**src/rtl/updown_timer.sv**
```systemverilog
module updown_timer #(
  parameter int CNT_W = 16,
  parameter int NCH = 3,
  localparam int AW = $clog2(2*NCH+2)
) (
  input  logic             clk,
  input  logic             rst_n,
  input  logic             wr_en,
  input  logic [AW-1:0]    wr_addr,
  input  logic [CNT_W-1:0] wr_data,
  output logic [CNT_W-1:0] count,
  output logic             dir_down,
  output logic             ovf_flag,
  output logic [NCH-1:0]   match_flag,
  output logic [NCH-1:0]   out_pin
);
  localparam logic [AW-1:0] A_PER = AW'(0);
  localparam logic [AW-1:0] A_CLR = AW'(1);

  logic [CNT_W-1:0] period;
  logic [NCH-1:0][CNT_W-1:0] ccr_v;
  logic [NCH-1:0][2:0] mode_v;
  logic [NCH-1:0] lvl_v;
  logic running, at_top, per_eq, clr_wr, ovf_set;

  assign running = |period;
  assign at_top  = count >= period;
  assign per_eq  = running && (count == period);
  assign clr_wr  = wr_en && (wr_addr == A_CLR);
  assign ovf_set = running && (count == CNT_W'(1)) && (dir_down || at_top);

  always_ff @(posedge clk) begin
    if (!rst_n) period <= '0;
    else if (wr_en && wr_addr == A_PER) period <= wr_data;
  end

  always_ff @(posedge clk) begin
    if (!rst_n) begin
      count <= '0;
      dir_down <= 1'b0;
    end else if (running) begin
      if (!dir_down) begin
        if (at_top) begin
          dir_down <= 1'b1;
          count <= count - 1'b1;
        end else begin
          count <= count + 1'b1;
        end
      end else if (count == '0) begin
        dir_down <= 1'b0;
        count <= count + 1'b1;
      end else begin
        count <= count - 1'b1;
      end
    end
  end

  always_ff @(posedge clk) begin
    if (!rst_n) ovf_flag <= 1'b0;
    else if (ovf_set) ovf_flag <= 1'b1;
    else if (clr_wr && wr_data[CNT_W-1]) ovf_flag <= 1'b0;
  end

  for (genvar k = 0; k < NCH; k++) begin : g_ch
    localparam logic [AW-1:0] A_CMP = AW'(2 + 2*k);
    localparam logic [AW-1:0] A_CTL = AW'(3 + 2*k);
    logic [CNT_W-1:0] cmp;
    logic [2:0] md;
    logic lv, o, flg, eq, nx;

    assign eq = running && (count == cmp);

    always_ff @(posedge clk) begin
      if (!rst_n) begin
        cmp <= '0;
        md <= 3'd0;
        lv <= 1'b0;
      end else if (wr_en) begin
        if (wr_addr == A_CMP) cmp <= wr_data;
        if (wr_addr == A_CTL) begin
          md <= wr_data[2:0];
          lv <= wr_data[3];
        end
      end
    end

    always_comb begin
      nx = o;
      if (md == 3'd0) begin
        nx = lv;
      end else begin
        if (eq) begin
          case (md)
            3'd1, 3'd3:       nx = 1'b1;
            3'd2, 3'd4, 3'd6: nx = ~o;
            default:          nx = 1'b0;
          endcase
        end
        if (per_eq) begin
          case (md)
            3'd2, 3'd3: nx = 1'b0;
            3'd6, 3'd7: nx = 1'b1;
            default: ;
          endcase
        end
      end
    end

    always_ff @(posedge clk) begin
      if (!rst_n) begin
        o <= 1'b0;
        flg <= 1'b0;
      end else begin
        o <= nx;
        if (eq) flg <= 1'b1;
        else if (clr_wr && wr_data[k]) flg <= 1'b0;
      end
    end

    assign ccr_v[k]      = cmp;
    assign mode_v[k]     = md;
    assign lvl_v[k]      = lv;
    assign out_pin[k]    = o;
    assign match_flag[k] = flg;
  end
endmodule

```
**config.mk**
```make
export PLATFORM = sky130hd
export DESIGN_NAME = updown_timer
export DESIGN_NICKNAME = d
export VERILOG_FILES = /design/src/rtl/updown_timer.sv
export SDC_FILE = /design/constraint.sdc
export NUM_CORES = 1
export LEC_CHECK = 0
export BUFFER_PORTS_ARGS = -buffer_cell sky130_fd_sc_hd__buf_2
export CAP_MARGIN = 15
export CORE_MARGIN = 5
export CORE_UTILIZATION = 32
export DETAILED_ROUTE_END_ITERATION = 10
export PLACE_DENSITY = 0.44
export SETUP_SLACK_MARGIN = 0.02
export SYNTH_ARGS = -nofsm -noshare
export SYNTH_HDL_FRONTEND = slang
export SYNTH_SLANG_ARGS = --single-unit
```
**constraint.sdc**
```tcl
create_clock -name clk -period 4.11 [get_ports clk]
set_input_delay 0.2055 -clock clk [delete_from_list [all_inputs] [get_ports clk]]
set_output_delay 0.2055 -clock clk [all_outputs]
set_load 0.01 [all_outputs]
```
==> metrics.txt <==
WL/cell=17.7 um; Reg clk slew, reported paths=0.07 ns; H-tree depth=3; Routed Antenna Nets=0; Hold Crit Class=in2reg; Setup Skew=roughly 0.0059 ns; RSZ-0062 raised after global routing=false; fill cell count=1,732; prevailing post-synth register cell=dfxtp_1; total wire length=16.2 mm; die area=19,200 um2; post-DP HPWL=12.0 mm; CTS tree=yes; max-slew violation count=0; layout cells sized above 1=12.0%; slowest stage cell, crit path=or4_1; register area=2000 um2; Peak VDD IR=0.231 mV; Synth Net Count=about 720; IO Pins=46; WP data required=4.35 ns; Area contributors post-synth=dfxtp_1 (38%), nand2_1 (11%), a21oi_1 (7.8%); starting density of the core=32.3%; Synth async-reset ratio=0%; first-pass GRT wire length=25.2 mm; dpl cells=898; Mapped Cells=676; die width=139 um; largest net degree at the start of global routing=44; Die Span Y=139 um; Setup TNS=0 ns; CP Class=reg2reg; Crit. End Element=register; Pwr Total=3.67 mW; LEAKAGE=2.40 nW; Critical Path Source Type=register; most frequent cells in the layout=nand2_1 (159), dfxtp_1 (100), a21oi_1 (82); commonest non-fill, non-tap cell in the layout=nand2_1; worst-margin pin slew=0.894 ns; GPL Wtd Cong=0.831; gr usage total=~17%; Area growth syn-to-layout=13.1%; ANT cells=0; final instance area=5980 um2; top cell type's share of synthesized area=approximately 38%; register area share after synthesis=37.8%; flops & latches, synth=100; post-CTS sizing=0; EDFF count, synth=0; IO Port Bufs=45; fin crit share=68.1%; relative slew slack=40.2%; DRC viols=0; DR iter-0 viols=between 200 and 300; clk_lat worst skew=0.35 ns; Cell variety after synth=44; Worst path max stage delay=0.58 ns; # nets final=731; area occupied by multi-input gates=2990 um2; Setup Fix Bufs, Post-CTS=0; clk sinks=100; post-placement cell area=5650 um2; Critical Path Fanout Max=11; Yosys top cell by area=dfxtp_1; Arr. time, crit path=3.04 ns; MaxCap Viol Count=0; Peak Freq=0.357 GHz; vias per cell=5.09; Final Hold Viols=0; CTS Root Cell=clkbuf_16; status=finished, final reports clean; antenna violations before repair=0; DRT Pass-1 Iters=5; # rows=47; number of global-route vias before repair=~4.4k; via count=4,651; core area=around 16,000 um2; GRT overflow=0; power per cell area=614 nW/um2; crit-path cells=ha_1 -> nand4_1 -> nor4_1 -> o31ai_1 -> and3_1 -> or4_1 -> a21oi_1 -> nor3b_1; Num CTS Buffers=9; Final setup viols=0; Longest Clk Path Bufs=2; synth warn=0; min Tclk post-route=2.80 ns; # hold bufs at CTS=0; Layout Cells excl Fill=roughly 910; Avg Cell Area, Syn=7.83 um2; Post-Syn Area=5290 um2
-- final cells by class --
class,count,area share (%)
timing repair buffer,53,5.04
multi-input combinational,504,50.0
sequential,100,33.5
tap,220,4.60
clock inverter,5,1.36
clock buffer,11,4.23
inverter,21,1.32
-- layer usage --
| layer | wire [um] | track usage [%] | part of all wire (%) | vias up |
|---|---|---|---|---|
| met5 | 0 | 0 | 0 | - |
| met4 | 384 | 6.29 | 2.4 | 0 |
| met3 | 654 | 2.48 | 4.0 | 19 |
| met2 | 7260 | 26.1 | 45 | 103 |
| met1 | 7870 | 23.1 | 49 | 2215 |
| li1 | - | - | - | 2314 |
-- power by group --
group,internal [mW],leakage (nW),switching [mW]
clock network,0.568,0.162,0.385
logic,0.573,1.43,0.902
registers,1.05,0.810,0.190
-- Yosys cell counts, drive strengths merged (3+ instances only) --
cell type	number
a311oi	3
xor2	25
and4	3
o21ai	5
nand3	16
or4b	3
or4	3
nand2	160
a211oi	3
inv	21
mux2i	30
or3	6
nand4	13
a21oi	82
nor3b	5
ha	20
nor2	32
clkbuf	42
and3	6
nor4	16
nor3	19
dfxtp	100
nand2b	11
xnor2	25
buf	9
-- through the flow --
step / worst slack, ns / util (%) / hold WS [ns]
finish: 1.31 / 36.5 / 0.124
global route: 1.13 / 36.5 / 0.128
CTS: 1.32 / 36.5 / 0.109
detailed placement: 1.33 / 34.4 / 0.460
global placement: 1.36 / 34.2 / 0.455
floorplan: 1.52 / - / 0.341
-- worst paths after layout --
kind,from,end,slack (ns),cells past startpoint
setup / recovery,count[14],count[3],1.31,8
hold / removal,wr_data[11],g_ch[2].cmp[11],0.12,3
setup reg to reg,count[14],count[3],1.31,8
hold reg to reg,g_ch[0].cmp[11],g_ch[0].cmp[11],0.47,2
-- cell families after synthesis --
kind of cell | count (synthesis) | synth area share, %
compound gates | 104 | 10.8
xor+xnor | 50 | 8.28
fa+ha+maj | 20 | 4.73
buf+inv | 72 | 5.84
flops | 100 | 37.8
mux | 30 | 5.68
simple gates | 300 | 26.8
-- state kept, by name, summed over array words and instances (netlist names) --
signal    cells
ovf_flag      1
g_ch.md       9
g_ch.lv       3
g_ch.flg      3
g_ch.o        3
dir_down      1
period       16
g_ch.cmp     48
count        16
-- worst max-delay path: cells and delay by family, from the launching register on --
kind	cells	cell delay, ns
and+or+nand+nor	5	1.54
DFF	1	0.44
adders and majority gates	1	0.36
AOI/OAI and AO/OA	2	0.36
Note: power is estimated with default switching activity, not from simulation.
